--- config.mk ---
export PLATFORM = sky130hd
export DESIGN_NAME = dma_align_splitter
export DESIGN_NICKNAME = d
export VERILOG_FILES = /design/src/rtl/dma_align_splitter.sv
export SDC_FILE = /design/constraint.sdc
export NUM_CORES = 1
export LEC_CHECK = 0
export ABC_CLOCK_PERIOD_IN_PS = 5800
export CAP_MARGIN = 0
export CORE_MARGIN = 2
export CORE_UTILIZATION = 37
export CTS_CLUSTER_DIAMETER = 100
export CTS_CLUSTER_SIZE = 28
export DETAILED_ROUTE_END_ITERATION = 10
export GPL_TIMING_DRIVEN = 0
export PLACE_DENSITY = 0.72
export SETUP_SLACK_MARGIN = 0.15
export SYNTH_ARGS = -nofsm -noshare
export SYNTH_HDL_FRONTEND = slang
export SYNTH_SLANG_ARGS = --single-unit
--- constraint.sdc ---
create_clock -name clk -period 5.8 [get_ports clk]
set_input_delay 0.58 -clock clk [delete_from_list [all_inputs] [get_ports clk]]
set_output_delay 0.58 -clock clk [all_outputs]
set_load 0.005 [all_outputs]
--- src/rtl/dma_align_splitter.sv ---
module dma_align_splitter #(
  parameter int ADDR_W   = 32,
  parameter int CNT_W    = 16,
  parameter int BODY_LG  = 5,
  parameter int SMALL_LG = 2
) (
  input  logic              clk,
  input  logic              rst_n,
  input  logic              req_valid,
  output logic              req_ready,
  input  logic [ADDR_W-1:0] req_addr,
  input  logic [CNT_W-1:0]  req_count,
  output logic              req_err,
  output logic              seg_valid,
  input  logic              seg_ready,
  output logic [ADDR_W-1:0] seg_addr,
  output logic [CNT_W-1:0]  seg_count,
  output logic [2:0]        seg_size,
  output logic              seg_last
);

  localparam logic [BODY_LG-1:0] ONE_LO = {{(BODY_LG-1){1'b0}}, 1'b1};
  localparam logic [CNT_W-1:0]   LO_MASK = {{(CNT_W-BODY_LG){1'b0}}, {BODY_LG{1'b1}}};

  logic              busy;
  logic [ADDR_W-1:0] cur;
  logic [CNT_W-1:0]  hd, bd, tl;

  logic [BODY_LG-1:0] gap;
  logic [CNT_W-1:0]   gap_w, rest, hd_n, bd_n, tl_n;
  logic               fits, bad, take, fire, pick_h, pick_b;

  assign req_ready = !busy;
  assign take      = req_valid && !busy;
  assign bad       = (|req_addr[SMALL_LG-1:0]) || (|req_count[SMALL_LG-1:0]) || (req_count == '0);

  assign gap   = ~req_addr[BODY_LG-1:0] + ONE_LO;
  assign gap_w = {{(CNT_W-BODY_LG){1'b0}}, gap};
  assign fits  = req_count <= gap_w;
  assign rest  = req_count - gap_w;
  assign hd_n  = fits ? req_count : gap_w;
  assign bd_n  = fits ? '0 : (rest & ~LO_MASK);
  assign tl_n  = fits ? '0 : (rest & LO_MASK);

  assign pick_h    = hd != '0;
  assign pick_b    = !pick_h && (bd != '0);
  assign seg_valid = busy;
  assign seg_addr  = cur;
  assign seg_count = pick_h ? hd : (pick_b ? bd : tl);
  assign seg_size  = pick_b ? 3'(BODY_LG) : 3'(SMALL_LG);
  assign seg_last  = pick_h ? (bd == '0 && tl == '0) : (pick_b ? (tl == '0) : 1'b1);
  assign fire      = busy && seg_ready;

  always_ff @(posedge clk) begin
    if (!rst_n) begin
      busy    <= 1'b0;
      req_err <= 1'b0;
      cur     <= '0;
      hd      <= '0;
      bd      <= '0;
      tl      <= '0;
    end else begin
      req_err <= take && bad;
      if (take && !bad) begin
        busy <= 1'b1;
        cur  <= req_addr;
        hd   <= hd_n;
        bd   <= bd_n;
        tl   <= tl_n;
      end else if (fire) begin
        if (pick_h)      hd <= '0;
        else if (pick_b) bd <= '0;
        else             tl <= '0;
        cur <= cur + {{(ADDR_W-CNT_W){1'b0}}, seg_count};
        if (seg_last) busy <= 1'b0;
      end
    end
  end

  a_r2_err_no_seg: assert property (@(posedge clk) disable iff (!rst_n)
    req_err |-> !seg_valid && req_ready);
  a_r4_body_shape: assert property (@(posedge clk) disable iff (!rst_n)
    seg_valid && seg_size == 3'(BODY_LG) |-> seg_addr[BODY_LG-1:0] == '0 && seg_count[BODY_LG-1:0] == '0 && seg_count != '0);
  a_r5_small_shape: assert property (@(posedge clk) disable iff (!rst_n)
    seg_valid && seg_size == 3'(SMALL_LG) |-> seg_count != '0 && seg_count < CNT_W'(1 << BODY_LG) && seg_addr[SMALL_LG-1:0] == '0);
  a_r7_done: assert property (@(posedge clk) disable iff (!rst_n)
    seg_valid && seg_ready && seg_last |=> !seg_valid && req_ready);
  a_r8_contig: assert property (@(posedge clk) disable iff (!rst_n)
    seg_valid && seg_ready && !seg_last |=> seg_valid && seg_addr == $past(seg_addr) + {{(ADDR_W-CNT_W){1'b0}}, $past(seg_count)});
  a_r9_hold_addr: assert property (@(posedge clk) disable iff (!rst_n)
    seg_valid && !seg_ready |=> seg_valid && $stable(seg_addr) && $stable(seg_count));
  a_r9_hold_ctl: assert property (@(posedge clk) disable iff (!rst_n)
    seg_valid && !seg_ready |=> $stable(seg_size) && $stable(seg_last));
  a_r10_busy_blocks: assert property (@(posedge clk) disable iff (!rst_n)
    seg_valid |-> !req_ready);

endmodule

==> run_results.csv <==
group,metric,value,unit
cts,post_cts_buffers,0,
pwr,fin_total_pwr,1.008,mW
critical_path,r2r-start,"bd[6]$_SDFFE_PN0P_",
timing,drv_slew,0,
placed_design,place_inst,745,
floorplan,die_x,109.3,um
critical_path,crit_slowest_cell,"nor4_1",
cts,clock-sinks,66,
pwr,power_density,182.5,nW/um^2
critical_path,crit_fanout,7,
synth,syn_nets,575,
cts,cts_resized,0,
pwr,ir_drop,0.0001132,V
critical_path,end_kind,"flop",
drt,first_iter_violations,174,
synth,synth_edf_count,0,
grt,grt_max_degree,15,
critical_path,required,6.02,ns
critical_path,crit_type,"flop to flop",
timing,finalSetupViolCount,0,
finish,final_common_cell,"clkdlybuf4s50_1",
floorplan,initial_utilization,0.3785,
synth,syn-mean-instance-area,8.222,sq um
finish,fill_cells,1073,
placed_design,dp_slack,1.535,ns
finish,nets,692,
pwr,p_leak,2.158,nW
timing,rsz0062_at_grt,"false",
timing,tightest_slew,0.6771,ns
cts,cts-root-buf,"clkbuf_8",
cts,cts_tree,"yes",
timing,min_period,4.368,ns
placed_design,routabilityCongestion,0.9149,
synth,synth-seq-cells,66,
outcome,status,"finished clean",
floorplan,coreArea,10840,sq um
synth,yosys_most_used_dff,"dfxtp_1",
cts,clk_path_buf_depth,2,
finish,final_util,0.5093,
cts,clk_latency,0.35,ns
grt,grt_pass1_vias,4000,
drt,ant_nets,0,
min_path,hold_end,"bd[14]$_SDFFE_PN0P_",
grt,grt_pass1_wl,20.15,mm
drt,vias,4186,
critical_path,worst-path-buf-inv,2,
critical_path,critPathLaunchType,"flop",
placed_design,io_buffers,106,
grt,antenna_found_initial,0,
min_path,hold_start,"bd[14]$_SDFFE_PN0P_",
synth,synth_top_area_share,0.3220,
synth,synthCells,499,
critical_path,reg2reg_depth,17,
drt,routedWlPerCell,16.94,um
drt,first_pass_iters,4,
finish,final_cell_mix,"106 x clkdlybuf4s50_1, 66 x dfxtp_1, 44 x nand2_1, 44 x o21ai_0, 38 x a21oi_1",
critical_path,path_common_cell,"nor4_1",
timing,max_freq,0.2289,GHz
finish,seq_area,1321,sq um
timing,period_share,0.7531,
synth,synthTopCellsByArea,"dfxtp_1 32%, ha_1 6.7%, o21ai_0 5.4%",
floorplan,dieHeight,109.3,um
flow_run,max_cap_violations,0,
synth,yosysSeqAreaShare,0.3220,
min_path,min-delay-path-class,"flop to flop",
timing,clock_skew,0.01019,ns
critical_path,slowest_delay,0.53,ns
critical_path,reg2reg_slack,1.43,ns
min_path,hold_depth,2,
synth,syn-cell-area,4103,sq um
timing,relSlewSlack,0.5444,
timing,fin_ws,1.432,ns
synth,yosys_warnings,0,
timing,finalHoldViolations,0,
placed_design,dp_hpwl,10.28,mm
cts,cts_made_buffers,9,
drt,viasPerCell,5.501,
grt,gr-total-overflow,0,
critical_path,reg2reg_to,"seg_addr[26]$_SDFFE_PN0P_",
floorplan,ios,107,
finish,antenna_cells,0,
floorplan,die_area,11950,sq um
synth,yosys.area.top_type,"dfxtp_1",
critical_path,crit_family,"simple AND/OR/NAND/NOR gates",
grt,grt.total_usage,0.2184,
finish,area_growth,34.58,%
finish,layout-drive-gt1-share,0.05958,
critical_path,crit_chain,"nor4_1 > nand2_1 > nor4_1 > and2_1 > clkbuf_1 > a21o_1 > ha_1 > inv_1 > fa_1 > and2b_2 > o2111ai_4 > a2111oi_4 > o31ai_2 > nor3_2 > and3_1 > xnor2_1 > a21oi_1",
synth,ys_types,57,
timing,fin_tns_setup,0,ns
cts,holdBufCountCts,0,
drt,drc_errors,0,
finish,multi_input_area,2624,sq um
synth,async_reset_ff_frac,0,
cts,cts.clk_slew.worst_paths,0.08,ns
cts,htree_levels,3,
floorplan,placementRows,38,
finish,finalNonFillerCells,761,
critical_path,arrival,4.59,ns
drt,finalWirelength,12.89,mm
[cell type report]
type | instances | share of cell area
sequential | 66 | 0.2393
buffer | 23 | 0.01835
clock buffer | 9 | 0.02243
tap | 140 | 0.03172
clock inverter | 7 | 0.01065
inverter | 15 | 0.01020
multi-input combinational | 395 | 0.4752
timing repair buffer | 106 | 0.1922
[worst reg2reg max path, cell delays in order (launching register included)]
cell and delay, ns:
dfxtp_1 0.34, nor4_1 0.28, nand2_1 0.09, nor4_1 0.53
and2_1 0.22, clkbuf_1 0.23, a21o_1 0.19, ha_1 0.19
inv_1 0.06, fa_1 0.37, and2b_2 0.27, o2111ai_4 0.19
a2111oi_4 0.44, o31ai_2 0.19, nor3_2 0.23, and3_1 0.23
xnor2_1 0.12, a21oi_1 0.08
[flip-flops by register name, indices dropped and copies added (netlist names)]
register   cells
seg_addr      32
hd            16
bd            11
tl             5
req_err        1
seg_valid      1
[routing by layer]
| metal | wire length, um | GRT usage | share of wire | up-vias |
|---|---|---|---|---|
| met5 | 0 | 0 | 0 | - |
| met4 | 192 | 0.06420 | 0.015 | 0 |
| met3 | 702 | 0.04209 | 0.054 | 16 |
| met2 | 6109 | 0.3642 | 0.47 | 125 |
| met1 | 5885 | 0.2872 | 0.46 | 1999 |
| li1 | - | - | - | 2046 |
[metrics by stage]
| step | hold slack [ns] | instance area, sq um |
|---|---|---|
| 3_5_place_dp | 0.4690 | 5339 |
| 5_1_grt | 0.4945 | 5522 |
| 6_report | 0.4788 | 5522 |
| 4_1_cts | 0.4834 | 5522 |
| 2_1_floorplan | 0.4392 | 4103 |
| 3_3_place_gp | 0.4683 | 5339 |
[cell usage after synthesis, types with 3 or more instances]
cell	number
dfxtp_1	66
nand2_1	44
o21ai_0	44
a21oi_1	38
nor2_1	29
ha_1	22
xnor2_1	22
a21o_1	21
xor2_1	20
nand3_1	18
and2_1	15
clkbuf_1	15
inv_1	15
nor3_1	13
nor2b_1	11
nor4_1	10
nand4_1	9
o221ai_1	9
buf_2	6
o21ai_1	6
nand2b_1	5
a221oi_1	4
a22oi_1	4
and3_1	4
o22ai_1	4
or3_1	4
a21boi_0	3
and4_1	3
[cell families after synthesis]
kind of cell / Yosys count / share of synthesized area
and+or+nand+nor: 174 / 0.2171
AOI/OAI and AO/OA: 154 / 0.2534
DFF: 66 / 0.3221
xor gates and xnor gates: 42 / 0.08966
buffers and inverters: 38 / 0.03842
adders and majority gates: 25 / 0.07929
[worst max-delay path by stage]
stage	start	to	slack, ns	depth (start not counted)
after detailed placement	bd[6]$_SDFFE_PN0P_	seg_addr[26]$_SDFFE_PN0P_	1.54	17
final	bd[6]$_SDFFE_PN0P_	seg_addr[26]$_SDFFE_PN0P_	1.43	17
after CTS	bd[6]$_SDFFE_PN0P_	seg_addr[26]$_SDFFE_PN0P_	1.50	17
after global placement	bd[14]$_SDFFE_PN0P_	seg_addr[30]$_SDFFE_PN0P_	1.57	17
after global routing	bd[14]$_SDFFE_PN0P_	seg_addr[26]$_SDFFE_PN0P_	1.12	17
after floorplan	bd[6]$_SDFFE_PN0P_	seg_addr[30]$_SDFFE_PN0P_	2.17	17
[where the power goes]
group	switching (mW)	internal, mW	leakage, nW	total (mW)
Combinational	0.0794	0.0873	1.54	0.167
Clock	0.211	0.162	0.0872	0.373
Sequential	0.00722	0.460	0.533	0.468
Power figures use the tool's default switching activity.
